===== config.mk =====
export PLATFORM = sky130hd
export DESIGN_NAME = pbo_hitless_switch
export DESIGN_NICKNAME = d
export VERILOG_FILES = /design/src/rtl/pbo_pkg.sv /design/src/rtl/pbo_tick.sv /design/src/rtl/pbo_stamp.sv /design/src/rtl/pbo_offset.sv /design/src/rtl/pbo_hitless_switch.sv
export SDC_FILE = /design/constraint.sdc
export NUM_CORES = 1
export LEC_CHECK = 0
export BUFFER_PORTS_ARGS = -buffer_cell sky130_fd_sc_hd__buf_2
export CORE_ASPECT_RATIO = 1.25
export CORE_UTILIZATION = 25
export DETAILED_ROUTE_END_ITERATION = 12
export PLACE_DENSITY = 0.38
export SETUP_SLACK_MARGIN = 0.15
export SLEW_MARGIN = 30
export SYNTH_ARGS = -nofsm -noshare
export SYNTH_HDL_FRONTEND = slang
export SYNTH_SLANG_ARGS = --single-unit

===== constraint.sdc =====
create_clock -name clk -period 9.5 [get_ports clk]
set_input_delay 2.85 -clock clk [delete_from_list [all_inputs] [get_ports clk]]
set_output_delay 2.85 -clock clk [all_outputs]
set_load 0.05 [all_outputs]

===== src/rtl/pbo_pkg.sv =====
package pbo_pkg;
  // Kind of work done by the offset bank in the current cycle.
  typedef enum logic [1:0] {
    EV_NONE   = 2'd0,  // no feedback edge
    EV_TRACK  = 2'd1,  // feedback edge, error refreshed
    EV_REBASE = 2'd2   // feedback edge, switch taken, offset reloaded
  } pbo_event_e;
endpackage


===== src/rtl/pbo_tick.sv =====
module pbo_tick #(
  parameter int TW = 16
) (
  input  logic          clk,
  input  logic          rst,
  output logic [TW-1:0] now
);
  always_ff @(posedge clk) begin
    if (rst) now <= '0;
    else     now <= now + 1'b1;
  end
endmodule


===== src/rtl/pbo_stamp.sv =====
module pbo_stamp #(
  parameter int TW = 16
) (
  input  logic          clk,
  input  logic          rst,
  input  logic          edge_in,
  input  logic [TW-1:0] now,
  output logic [TW-1:0] phase
);
  // Age of the last captured edge, modulo the counter width.
  function automatic logic [TW-1:0] age_of(input logic [TW-1:0] t_now,
                                           input logic [TW-1:0] t_then);
    return t_now - t_then;
  endfunction

  logic [TW-1:0] stamp_q;

  always_ff @(posedge clk) begin
    if (rst)          stamp_q <= '0;
    else if (edge_in) stamp_q <= now;
  end

  assign phase = age_of(now, stamp_q);
endmodule


===== src/rtl/pbo_offset.sv =====
module pbo_offset
  import pbo_pkg::*;
#(
  parameter int NREF = 2,
  parameter int TW   = 16,
  parameter int SELW = 1
) (
  input  logic                      clk,
  input  logic                      rst,
  input  logic                      fb_edge,
  input  logic [SELW-1:0]           ref_sel,
  input  logic [NREF-1:0][TW-1:0]   meas,
  output logic [TW-1:0]             err,
  output logic                      upd,
  output logic [SELW-1:0]           act,
  output pbo_event_e                evt
);
  localparam logic [SELW:0] NREF_V = (SELW+1)'(NREF);

  // Error of one reference against its stored offset.
  function automatic logic [TW-1:0] err_of(input logic [TW-1:0] ph,
                                           input logic [TW-1:0] ofs);
    return ph - ofs;
  endfunction

  // Offset that keeps the present error when a new reference takes over.
  function automatic logic [TW-1:0] rebase(input logic [TW-1:0] ph,
                                           input logic [TW-1:0] keep);
    return ph - keep;
  endfunction

  logic [NREF-1:0][TW-1:0] off_q;
  logic [SELW-1:0]         act_q;
  logic [TW-1:0]           err_q;
  logic                    upd_q;
  logic                    sel_ok;
  logic                    want_swap;
  logic [TW-1:0]           meas_new;
  logic [TW-1:0]           meas_act;

  assign sel_ok    = {1'b0, ref_sel} < NREF_V;
  assign want_swap = sel_ok && (ref_sel != act_q);
  assign meas_new  = meas[ref_sel];
  assign meas_act  = meas[act_q];

  always_comb begin
    if (!fb_edge)       evt = EV_NONE;
    else if (want_swap) evt = EV_REBASE;
    else                evt = EV_TRACK;
  end

  always_ff @(posedge clk) begin
    if (rst) begin
      off_q <= '0;
      act_q <= '0;
      err_q <= '0;
      upd_q <= 1'b0;
    end else begin
      upd_q <= fb_edge;
      case (evt)
        EV_TRACK:  err_q <= err_of(meas_act, off_q[act_q]);
        EV_REBASE: begin
          off_q[ref_sel] <= rebase(meas_new, err_q);
          act_q          <= ref_sel;
        end
        default: ;
      endcase
    end
  end

  assign err = err_q;
  assign upd = upd_q;
  assign act = act_q;
endmodule


===== src/rtl/pbo_hitless_switch.sv =====
module pbo_hitless_switch
  import pbo_pkg::*;
#(
  parameter int  NREF = 2,
  parameter int  TW   = 16,
  localparam int SELW = (NREF > 1) ? $clog2(NREF) : 1
) (
  input  logic                 clk,
  input  logic                 rst,
  input  logic [NREF-1:0]      ref_edge,
  input  logic [SELW-1:0]      ref_sel,
  input  logic                 fb_edge,
  output logic signed [TW-1:0] phase_err,
  output logic                 err_upd,
  output logic [SELW-1:0]      active_ref
);
  logic [TW-1:0]           now;
  logic [NREF-1:0][TW-1:0] meas;
  logic [TW-1:0]           err_raw;
  pbo_event_e              sw_evt;

  pbo_tick #(.TW(TW)) u_tick (
    .clk (clk),
    .rst (rst),
    .now (now)
  );

  for (genvar gi = 0; gi < NREF; gi++) begin : g_ref
    pbo_stamp #(.TW(TW)) u_stamp (
      .clk     (clk),
      .rst     (rst),
      .edge_in (ref_edge[gi]),
      .now     (now),
      .phase   (meas[gi])
    );
  end

  pbo_offset #(.NREF(NREF), .TW(TW), .SELW(SELW)) u_offset (
    .clk     (clk),
    .rst     (rst),
    .fb_edge (fb_edge),
    .ref_sel (ref_sel),
    .meas    (meas),
    .err     (err_raw),
    .upd     (err_upd),
    .act     (active_ref),
    .evt     (sw_evt)
  );

  assign phase_err = $signed(err_raw);
endmodule


[Yosys cells after proc, flatten, opt, wreduce, memory -nomap -nowiden]
Index checks and enable logic that the tools add are counted.
Widths: inputs -> output; s select.
Storage, ports and cells
  register bits: 98
  input port bits: 6
  logic and storage cells: 31
  output and inout port bits: 18
Cells by class
  order comparisons: 3
  equal/unequal tests: 3
  muxes and demuxes: 11
  $add $sub $neg: 5
  reduce and logical (&&, ||, !) cells: 1
Operators by type and width (count)
  $mux 16: 7
  $sub 16x16->16: 4
  $bwmux 32: 1
  $add 16x1->16 const B: 1
  $demux 16 s1: 1
  $lt 1x2->1 const B: 2
  $mux 2: 2
  $eq 2x1->1 const B: 1
  $eq 2x2->1 const B: 1
  $ge 1x1->1 const B: 1
  $logic_and 1x1->1: 1
  $ne 1x1->1: 1

[Depth between registers and ports, before layout]
Gate-level depths: netlist of the first run.
  word-level depth: 5
  gate-level depth with buffers: 22
  gate-level depth less buffers: 22

[By module]
A second synthesis of the first run with hierarchy kept.
Second synthesis, totals
  cells, all modules: 880
  area total of the unflattened synthesis: 7324.5 um^2
Modules (own cells, without submodules)
  pbo_offset: times used 1, area each 3912.5 um^2, cells an instance 479, sequential area each 1001.0 um^2
  pbo_stamp (g_ref[1].u_stamp): times used 1, area each 1413.9 um^2, cells an instance 174, sequential area each 320.3 um^2
  pbo_stamp (g_ref[0].u_stamp): times used 1, area each 1233.7 um^2, cells an instance 146, sequential area each 320.3 um^2
  pbo_tick: times used 1, area each 764.5 um^2, cells an instance 81, sequential area each 320.3 um^2

[Worst setup path before layout of the first run]
No wires, ideal clock.
  path type: input-to-reg
  start: in ref_sel
  end: reg u_offset.off_q[15] in the netlist's numbering
  library setup time: 70 ps
  path slack: 3908 ps
  stages on the path: 12
  data arrival time: 5521 ps
  cell sequence: clkbuf_1 -> clkbuf_1 -> mux2_2 -> ha_1 -> or3_1 -> o211ai_1 -> a31oi_1 -> a221oi_1 -> xnor2_1 -> xnor2_1 -> nand2_1 -> a21oi_1
On the way
  longest elaborated chain between the ends: 5
RTL lines
  from (decl): line pbo_hitless_switch.sv:11  | input logic [SELW-1:0] ref_sel,
  branches (longest 5 deep; another with $sub 16x16->16)
  to (signal, indexed assignment): line pbo_offset.sv:63  | off_q[ref_sel] <= rebase(meas_new, err_q);
  to (decl): line pbo_offset.sv:32  | logic [NREF-1:0][TW-1:0] off_q;
Parallel ways; which one is timed is not known. The select of a mux whose other input is x is not followed.
A chain may end at the register's enable or synchronous reset.

[Final worst setup path of the first run]
Same ends and word-level chain as after synthesis.

==> results of run 1 <==
-- stage by stage --
stage / utilization [%] / setup slack (ns) / total power (W) / hold WS (ns) / area, um^2
floorplan: - / 3.91 / 0.00103 / 0.431 / 6770
finish: 28.1 / 3.93 / 0.00152 / 0.453 / 7500
global route: 28.1 / 3.75 / 0.00165 / 0.474 / 7500
global placement: 27.0 / 3.57 / 0.00118 / 0.442 / 7230
detailed placement: 27.0 / 3.50 / 0.00118 / 0.446 / 7230
CTS: 28.1 / 3.91 / 0.00155 / 0.456 / 7500
-- registers in the layout, indices dropped and copies added, names as in the netlist --
signal                 count
g_ref.u_stamp.stamp_q     32
u_offset.off_q            32
u_offset.err              16
u_tick.now                16
u_offset.act               1
u_offset.upd               1
-- cell families (layout without fill, tap and decap cells) --
| kind of cell | after synthesis | after routing |
|---|---|---|
| AND/OR/NAND/NOR | 279 | 279 |
| AO/OA/AOI/OAI | 188 | 188 |
| buffers and inverters | 99 | 107 |
| flip-flops | 98 | 98 |
| adder cells (fa/ha/maj) | 65 | 65 |
| XOR/XNOR | 63 | 63 |
| multiplexers | 61 | 61 |
-- worst max-delay path, cell delays in order --
cell and delay [ns]:
buf_2 0.38, mux2_2 0.42, ha_1 0.27, nor2b_1 0.14
o31a_1 0.29, o211ai_1 0.31, a31oi_1 0.21, a221oi_1 0.36
xnor2_1 0.22, xnor2_1 0.15, nand2_1 0.07, a21oi_1 0.17
-- report_power, final --
group / switching (W) / leakage, nW / total, W / internal (W)
Combinational: 0.000413 / 2.08 / 0.000701 / 0.000288
Sequential: 0.0000237 / 0.796 / 0.000467 / 0.000443
Clock: 0.000169 / 0.125 / 0.000354 / 0.000185
Total: 0.000606 / 3.00 / 0.00152 / 0.000916
-- worst max-delay path by stage --
stage	startpoint	end	slack, ns	cells past startpoint
after floorplan	ref_sel	u_offset.off_q[15]	3.91	12
after global placement	ref_sel	u_offset.off_q[15]	3.57	12
after detailed placement	ref_sel	u_offset.off_q[15]	3.50	12
after CTS	ref_sel	u_offset.off_q[15]	3.91	12
after global routing	ref_sel	u_offset.off_q[14]	3.75	14
final	ref_sel	u_offset.off_q[15]	3.93	12
-- synth_stat cells (3+ instances only) --
cell type  number
a21oi_1        82
xnor2_1        35
ha_1           61
a211oi_1        8
dfxtp_1        98
inv_1          64
mux2_2         13
a31oi_1         8
and3_1         12
nand2b_1        8
fa_1            4
or2_2           6
o211ai_1        4
a21o_1         20
nor2b_1         7
nor2_1         82
nand3_1        15
nor3_1         11
o21bai_1        5
o21ai_0        33
or3_1           6
nand4_1         8
xor2_1         27
o31a_1          4
clkbuf_1       33
nand3b_1        3
mux2i_1        48
o21a_1          7
nand2_1       111
-- cell type report --
cell class,instances,area share [%]
sequential,98,26.2
multi-input combinational,656,59.3
timing repair buffer,27,1.97
inverter,64,3.20
tap,345,5.75
clock buffer,12,3.29
clock inverter,4,0.367
-- layer usage --
metal  vias up  wire length, um  GRT usage [%]
met5         -                0              0
met4         0              261           4.45
met3        15              329           2.13
met2        44             8360           23.9
met1      2463             8470           16.9
li1       2915                -              -
==> summary.md, run 1 <==
| Metric | Value |
|---|---|
| Status | complete, no violations |
| Top_reg_cell synth | dfxtp_1 |
| CTS Buf Count | 9 |
| Power Density | 203 nW/um^2 |
| Max cap viols | 0 |
| CORE AREA | 26700 um^2 |
| Drt initial violations | 209 |
| Post-synthesis adder-cell area fraction | 12.4% |
| # IOs | 24 |
| Initial antenna violation count | 0 |
| DRC Markers | 0 |
| Startpoint Class | input port |
| ANT cells | 0 |
| Simple-Gate Fraction of Synth Area | 18.5% |
| Inst Count DP | 1190 |
| Max Slew Vio Count | 0 |
| Post-synthesis sequential area ratio | 29.0% |
| FF/Latch Area | 1960 um^2 |
| Worst reg-to-reg path cell count | 21 |
| Largest family of logic cells by synthesized area | simple AND/OR/NAND/NOR gates |
| Hold path start | u_offset.off_q[25] |
| Setup Fix Bufs, Post-CTS | 0 |
| Fillers | 2926 |
| First-pass GRT wire length | 29.1 mm |
| Non-Filler Instances | 1206 |
| Post-detail-place hpwl | 13.3 mm |
| Total length of routed wires | 17.4 mm |
| CTS sink cnt | 98 |
| Asr flop ratio synth | 0% |
| Max-slew headroom | 35.3% |
| Critical R2R Launch | u_tick.now[0] |
| Setup TNS Final | 0 ns |
| Fin. Hold Viols | 0 |
| Clock skew | 0.0120 ns |
| Worst hold endpoint | u_offset.off_q[25] |
| CTS tree | done |
| Hold Path Class | flip-flop to flip-flop |
| Grt ovf | 0 |
| Top cell type by total area after synthesis | dfxtp_1 |
| Die W | 149 um |
| Drt pass-1 iters | 4 |
| Die Y | 186 um |
| Clock buffer depth | 2 |
| CP Capture Type | flip-flop |
| Clock root cell | clkbuf_16 |
| CTS HTree Levels | 3 |
| Synth warn | 0 |
| Commonest non-fill, non-tap cell in the layout | nand2_1 |
| CP max FO | 28 |
| Post-cts sizing count | 0 |
| Port Buffers | 23 |
| Clock-pin slew on the worst setup and hold paths | 0.07 ns |
| Setup slack, reg-to-reg | 4.81 ns |
| Slew @ Worst Pin | 0.969 ns |
| Initial Utilization | 25.3% |
| Die ar. | 27800 um^2 |
| DR WL/cell | 14.4 um |
| Period minus WS final | 5.57 ns |
| Leak Pwr | 3.00 nW |
| Hold depth | 2 |
| Final setup violation count | 0 |
| Antenna Nets Post-Route | 0 |
| Area growth syn-to-layout | 10.7% |
| Post-synth top area share | 29.0% |
| Post-cts hold buffer count | 0 |
| Fin crit share | 58.6% |
| RSZ-0062 raised after global routing | false |
| Peak VDD IR | 0.0682 mV |
| XOR/XNOR Fraction of Synth Area | 8.26% |
| Area occupied by multi-input gates | 4450 um^2 |
| Synthesized cell area | 6770 um^2 |
| Via count | 5437 |
| EDFF count, synth | 0 |
| Vias in the first global route | 5619 |
| Pin count of the biggest net entering global routing | 56 |
| Avg Cell Area, Syn | 7.94 um^2 |
| Worst Path Arrival | 5.86 ns |
| Largest cells by area after synthesis | dfxtp_1 (29%), ha_1 (11%), mux2i_1 (7.1%) |
| Most frequent cells in the layout | nand2_1 (111), dfxtp_1 (97), a21oi_1 (82), nor2_1 (80), inv_1 (64) |
| CP Class | input port to flip-flop |
| Seq cells post-synth | 98 |
| GR Util All Layers | 13.6% |
| Post-synthesis mux area share | 9.25% |
| Syn nets | 924 |
| WP data required | 9.79 ns |
| NumNets Final | 927 |
| Worst R2R End | u_offset.err[15] |
| Worst-skew pair later-pin latency | 0.36 ns |
| Syn Inst Count | 853 |
| Cell variety after synth | 56 |
| Synth Area in Compound Gates | 17.1% |
| Via/cell ratio | 4.51 |
| Placer Congestion | 0.772 |
| Fmax | 180 MHz |
| Share of layout cells above drive strength 1 | 8.59% |
| Row count | 67 |
(Power assumes the default switching activity.)
==> run 2, diff against run 1 <==
--- a/config.mk
+++ b/config.mk
@@ -9,7 +9,7 @@
 export CORE_ASPECT_RATIO = 1.25
 export CORE_UTILIZATION = 25
 export DETAILED_ROUTE_END_ITERATION = 12
-export PLACE_DENSITY = 0.38
+export PLACE_DENSITY = 0.39
 export SETUP_SLACK_MARGIN = 0.15
 export SLEW_MARGIN = 30
 export SYNTH_ARGS = -nofsm -noshare
==> constraint.sdc (replaced) <==
create_clock -name clk -period 5 [get_ports clk]
set_input_delay 1.5 -clock clk [delete_from_list [all_inputs] [get_ports clk]]
set_output_delay 1.5 -clock clk [all_outputs]
set_load 0.05 [all_outputs]
==> run 2 against run 1 <==
Against the previous run:
- combinational power up 93%
- clock skew fell by 0.0046 ns
- design area increased by 0.78%
- register-to-register slack worse by 4.3 ns
- sequential cell count is the same
- worst hold slack barely moved
- critical path depth grew 9
- global-route usage is 0.061 points higher
- non-clock buffer count rose by 5
- utilization increased by 0.22 points
==> summary.md, run 2 (synthesis results as in run 1) <==
| Metric | Value |
|---|---|
| Peak VDD IR | 0.121 mV |
| Clock power frac | 24.5% |
| Worst-skew pair later-pin latency | 0.37 ns |
| Psw | 0.00118 W |
| # IOs | 24 |
| Setup TNS Final | 0 ns |
| Cell internal pwr | 0.00178 W |
| Slowest stage cell on the critical path | fa_1 |
| Max-slew headroom | 41.1% |
| Port Buffers | 23 |
| Clock-pin slew on the worst setup and hold paths | 0.07 ns |
| Total length of routed wires | 17.8 mm |
| Max Slew Vio Count | 0 |
| Row count | 67 |
| Startpoint Class | flip-flop |
| Post-cts hold buffer count | 0 |
| Die Y | 186 um |
| Drt initial violations | 218 |
| Fillers | 2923 |
| Worst-path cell chain | inv_1 > ha_1 > inv_1 > fa_1 > a21o_1 > a21o_1 > a21oi_1 > o21ai_0 > a21oi_1 > xor2_1 > o21ai_0 > ha_1 > a21o_1 > a21oi_1 > o21ai_0 > a41oi_2 > a21oi_2 > mux2i_1 > nand3_1 > o32a_1 > and4_1 |
| Post-detail-place hpwl | 13.5 mm |
| Combinational power share | 45.5% |
| CORE AREA | 26700 um^2 |
| ANT cells | 0 |
| Grt ovf | 0 |
| Worst Path Arrival | 4.75 ns |
| Fin crit share | 89.8% |
| Clock buffer depth | 2 |
| Max cap viols | 0 |
| GR Util All Layers | 13.7% |
| Delay of the slowest critical-path stage | 0.39 ns |
| Status | complete, no violations |
| WP data required | 5.26 ns |
| Top flop regs | g_ref.u_stamp.stamp_q: 32 flops, u_offset.off_q: 32 flops |
| Commonest non-fill, non-tap cell in the layout | nand2_1 |
| Die W | 149 um |
| Initial Utilization | 25.3% |
| Final setup violation count | 0 |
| Fmax | 223 MHz |
| Pin count of the biggest net entering global routing | 75 |
| CP max FO | 6 |
| Clock root cell | clkbuf_16 |
| NumNets Final | 932 |
| Placer Congestion | 0.788 |
| CTS tree | done |
| Power Density | 392 nW/um^2 |
| Via count | 5482 |
| Initial antenna violation count | 0 |
| CTS Buf Count | 9 |
| Via/cell ratio | 4.53 |
| Most frequent cells in the layout | nand2_1 (111), dfxtp_1 (97), nor2_1 (82), a21oi_1 (81), inv_1 (64) |
| Post-Route Utilization | 28.3% |
| Drt pass-1 iters | 4 |
| DRC Markers | 0 |
| FF/Latch Area | 1960 um^2 |
| Period minus WS final | 4.49 ns |
| Hold Path Class | flip-flop to flip-flop |
| Share of layout cells above drive strength 1 | 9.12% |
| Setup slack, reg-to-reg | 0.51 ns |
| Slew @ Worst Pin | 0.884 ns |
| Vias in the first global route | 5487 |
| CP Class | flip-flop to flip-flop |
| Leak Pwr | 3.04 nW |
| Clock skew | 0.00747 ns |
| DR WL/cell | 14.7 um |
| Area growth syn-to-layout | 11.6% |
| Area occupied by multi-input gates | 4440 um^2 |
| RSZ-0062 raised after global routing | false |
| Switching Fraction | 39.8% |
| Fin. Hold Viols | 0 |
| CTS sink cnt | 98 |
| First-pass GRT wire length | 28.9 mm |
| CTS HTree Levels | 3 |
| Die ar. | 27800 um^2 |
| Reg power frac | 30.0% |
| Antenna Nets Post-Route | 0 |
| CP Capture Type | flip-flop |
## run 2: changes by cell type in the layout (fill, tap and decap cells not counted), moves of 2 or more
cell and change:
clkinv_4 +2, nor2_1 +2, nor2_2 -2, buf_4 +5
## run 2: final timing paths
path / start / end / cells after the start
setup reg to reg: u_tick.now[0] / u_offset.err[15] / 21
setup / recovery: u_tick.now[0] / u_offset.err[15] / 21
hold / removal: u_offset.off_q[14] / u_offset.off_q[14] / 2
hold reg to reg: u_offset.off_q[14] / u_offset.off_q[14] / 2
## run 2: area by class of cell
class	instances	share of cell area [%]
multi-input combinational	656	58.8
sequential	98	26.0
tap	345	5.71
inverter	64	3.18
clock buffer	10	3.03
timing repair buffer	32	2.45
clock inverter	6	0.894
## run 2: timing repair
item / 4_1_cts / 5_1_grt
gates resized for setup: 0 / 1
endpoints found under the setup margin: 0 / 1
buffers inserted: 0 / 0
## run 2: critical path: cells and delay by family (launching register included)
kind / cells / cell delay [ns]
compound gates: 12 / 2.29
xor+xnor: 1 / 0.18
fa+ha+maj: 3 / 0.94
buf+inv: 2 / 0.14
flops: 1 / 0.36
mux: 1 / 0.23
simple gates: 2 / 0.24
## run 2: metal layers
metal | track usage [%] | up-vias | part of all wire [%]
li1 | - | 2926 | -
met1 | 17.0 | 2514 | 49
met2 | 23.9 | 30 | 48
met3 | 1.54 | 12 | 1.2
met4 | 5.63 | 0 | 1.7
met5 | 0 | - | 0
## run 2: power by group through the flow
stage / clock (W) / combinational [W] / sequential [W]
after floorplan: 0 / 0.000980 / 0.000979
after global placement: 0 / 0.00137 / 0.000906
after detailed placement: 0 / 0.00136 / 0.000908
after CTS: 0.000756 / 0.00136 / 0.000890
after global routing: 0.000787 / 0.00151 / 0.000899
final: 0.000725 / 0.00135 / 0.000888
## run 2: through the flow
| step | power [W] | instance area, um^2 | instances | hold WS, ns | setup slack (ns) |
|---|---|---|---|---|---|
| global route | 0.00320 | 7560 | 1211 | 0.475 | 0.152 |
| finish | 0.00296 | 7560 | 1211 | 0.453 | 0.511 |
| CTS | 0.00301 | 7560 | 1211 | 0.454 | 0.426 |
| global placement | 0.00227 | 7260 | 1195 | 0.441 | 0.476 |
| detailed placement | 0.00226 | 7260 | 1195 | 0.445 | 0.448 |
| floorplan | 0.00196 | 6770 | 853 | 0.431 | 0.758 |
==> run 3, diff against run 2 <==
--- a/config.mk
+++ b/config.mk
@@ -7,9 +7,11 @@
 export LEC_CHECK = 0
 export BUFFER_PORTS_ARGS = -buffer_cell sky130_fd_sc_hd__buf_2
 export CORE_ASPECT_RATIO = 1.25
+export CORE_MARGIN = 5
 export CORE_UTILIZATION = 25
 export DETAILED_ROUTE_END_ITERATION = 12
 export PLACE_DENSITY = 0.39
+export RECOVER_POWER = 100
 export SETUP_SLACK_MARGIN = 0.15
 export SLEW_MARGIN = 30
 export SYNTH_ARGS = -nofsm -noshare
==> run 3 against run 2 <==
Against the previous run:
- the flow now finishes with violations (max-capacitance violations, max-slew violations)
- routed wire length is 1.4% higher
- sequential power is 0.5% higher
- clock-buffer cell count is 3 higher
- sequential cell count stayed put
- utilization is 0.13 points lower
- final cell count hardly changed
- critical path depth is 18 lower
- worst hold slack worse by 0.00057 ns
- critical path type is now input port to flip-flop
==> summary.md, run 3 (synthesis results as in run 1) <==
| Metric | Value |
|---|---|
| Status | complete, but fails checks |
| Failing checks | max-capacitance violations, max-slew violations |
| Row count | 67 |
| Via count | 5527 |
| Max Slew Vio Count | 72 |
| Fin. Hold Viols | 0 |
| Placed cell areas | 7270 um^2 |
| Crit path max-delay family | buffers and inverters |
| # IOs | 24 |
| ANT cells | 0 |
| Buffers and inverters on the worst path | 2 |
| Clock skew | 0.00682 ns |
| First-pass GRT wire length | 29.3 mm |
| Die Y | 194 um |
| Period minus WS final | 4.49 ns |
| Max cap viols | 1 |
| Power Density | 387 nW/um^2 |
| NumNets Final | 934 |
| Total power | 0.00291 W |
| CTS Buf Count | 9 |
| Final Instance Area | 7530 um^2 |
| Worst-path cell chain | clkbuf_1 > buf_4 > nor2_1 |
| CTS tree | done |
| DRC Markers | 0 |
| Antenna Nets Post-Route | 0 |
| Die ar. | 30500 um^2 |
| Slew @ Worst Pin | 3.55 ns |
| Initial Utilization | 25.3% |
| CTS sink cnt | 98 |
| Delay of the slowest critical-path stage | 2.46 ns |
| Final setup violation count | 0 |
| Via/cell ratio | 4.56 |
| Hold depth | 2 |
| Worst-skew pair later-pin latency | 0.36 ns |
| Setup TNS Final | 0 ns |
| Critical R2R Launch | u_tick.now[0] |
| Drt pass-1 iters | 4 |
| DR WL/cell | 14.9 um |
| Post-detail-place hpwl | 13.7 mm |
| Clock-pin slew on the worst setup and hold paths | 0.07 ns |
| Final hold slack | 0.453 ns |
| Fin crit share | 89.9% |
| Fillers | 2897 |
| CTS HTree Levels | 3 |
| Fmax | 223 MHz |
| Vias in the first global route | 5593 |
| Clock root cell | clkbuf_16 |
| Worst Path Arrival | 4.73 ns |
| CP Class | input port to flip-flop |
| Total length of routed wires | 18.0 mm |
| Grt ovf | 0 |
| Max-slew headroom | -137% |
| Port Buffers | 23 |
| CORE AREA | 26700 um^2 |
| Slowest stage cell on the critical path | clkbuf_1 |
| Post-cts hold buffer count | 0 |
| Setup slack, reg-to-reg | 0.52 ns |
| Worst reg-to-reg path cell count | 21 |
| Top flop regs | g_ref.u_stamp.stamp_q: 32 flops, u_offset.off_q: 32 flops |
| Most frequent cells in the layout | nand2_1 (111), dfxtp_1 (98), nor2_1 (82), a21oi_1 (80), inv_1 (64) |
| Hold path start | u_offset.off_q[14] |
| Worst hold endpoint | u_offset.off_q[14] |
| Die W | 157 um |
| Post-Route Utilization | 28.1% |
| Hold Path Class | flip-flop to flip-flop |
| Area growth syn-to-layout | 11.1% |
| Peak VDD IR | 0.129 mV |
| Share of layout cells above drive strength 1 | 7.04% |
| RSZ-0062 raised after global routing | false |
| Clock buffer depth | 2 |
| Initial antenna violation count | 0 |
| Drt initial violations | 173 |
| Placer Congestion | 0.816 |
| Worst R2R End | u_offset.off_q[31] |
| GR Util All Layers | 12.2% |
| CP max FO | 71 |
| Startpoint Class | input port |
| CP Capture Type | flip-flop |
| Leak Pwr | 2.97 nW |
| Commonest non-fill, non-tap cell in the layout | nand2_1 |
| Pin count of the biggest net entering global routing | 72 |
| WP data required | 5.23 ns |
## run 3: stage by stage
step / setup slack (ns) / instances
2_1_floorplan: 0.758 / 853
3_3_place_gp: 0.478 / 1196
3_5_place_dp: 0.450 / 1196
4_1_cts: 0.425 / 1211
5_1_grt: 0.147 / 1212
6_report: 0.506 / 1212
## run 3: cell type report
class                      instances  area [um^2]  share of cell area (%)
multi-input combinational        656         4450                    59.2
sequential                        98         1960                    26.1
tap                              345          432                    5.73
clock buffer                      13          250                    3.32
inverter                          64          240                    3.19
timing repair buffer              34          175                    2.33
clock inverter                     2         13.8                   0.183
## run 3: how the worst max path moves through the flow
| stage | startpoint | endpoint | slack [ns] | cells after the start |
|---|---|---|---|---|
| 6_report | rst | g_ref[0].u_stamp.stamp_q[2] | 0.51 | 3 |
| 3_5_place_dp | u_tick.now[0] | u_offset.err[15] | 0.45 | 21 |
| 2_1_floorplan | ref_sel | u_offset.off_q[15] | 0.76 | 12 |
| 3_3_place_gp | u_tick.now[0] | u_offset.err[15] | 0.48 | 21 |
| 5_1_grt | u_tick.now[0] | u_offset.off_q[31] | 0.15 | 21 |
| 4_1_cts | u_tick.now[0] | u_offset.err[15] | 0.43 | 21 |
## run 3: where the power goes
part           internal (W)  switching, W
combinational      0.000554      0.000804
clock              0.000350      0.000313
sequential         0.000843     0.0000491
## run 3: repair_timing
action                                  in CTS  in global routing
resized for setup                            0                  4
endpoints found under the setup margin       0                  3
setup buffers                                0                  1
## run 3: worst register-to-register path, cell delays in order, from the launching register on
cell and delay (ns):
dfxtp_1 0.36, inv_1 0.09, ha_1 0.17, inv_1 0.06, fa_1 0.39, a21o_1 0.20, a21o_1 0.21, a21oi_2 0.17
o21ai_0 0.15, a21oi_1 0.20, xor2_1 0.18, o21ai_0 0.11, ha_1 0.35, and3_1 0.20, and3_1 0.19, a21oi_1 0.20
a31oi_2 0.16, a221oi_1 0.36, xnor2_1 0.22, xnor2_1 0.10, nand2_1 0.07, a21oi_1 0.06
## run 3: routing by layer
layer | global-route usage, % | up-vias | part of all wire, %
met4 | 4.18 | 0 | 2.0
met2 | 20.8 | 45 | 48
li1 | - | 2939 | -
met3 | 1.94 | 14 | 2.1
met5 | 0 | - | 0
met1 | 15.4 | 2529 | 48
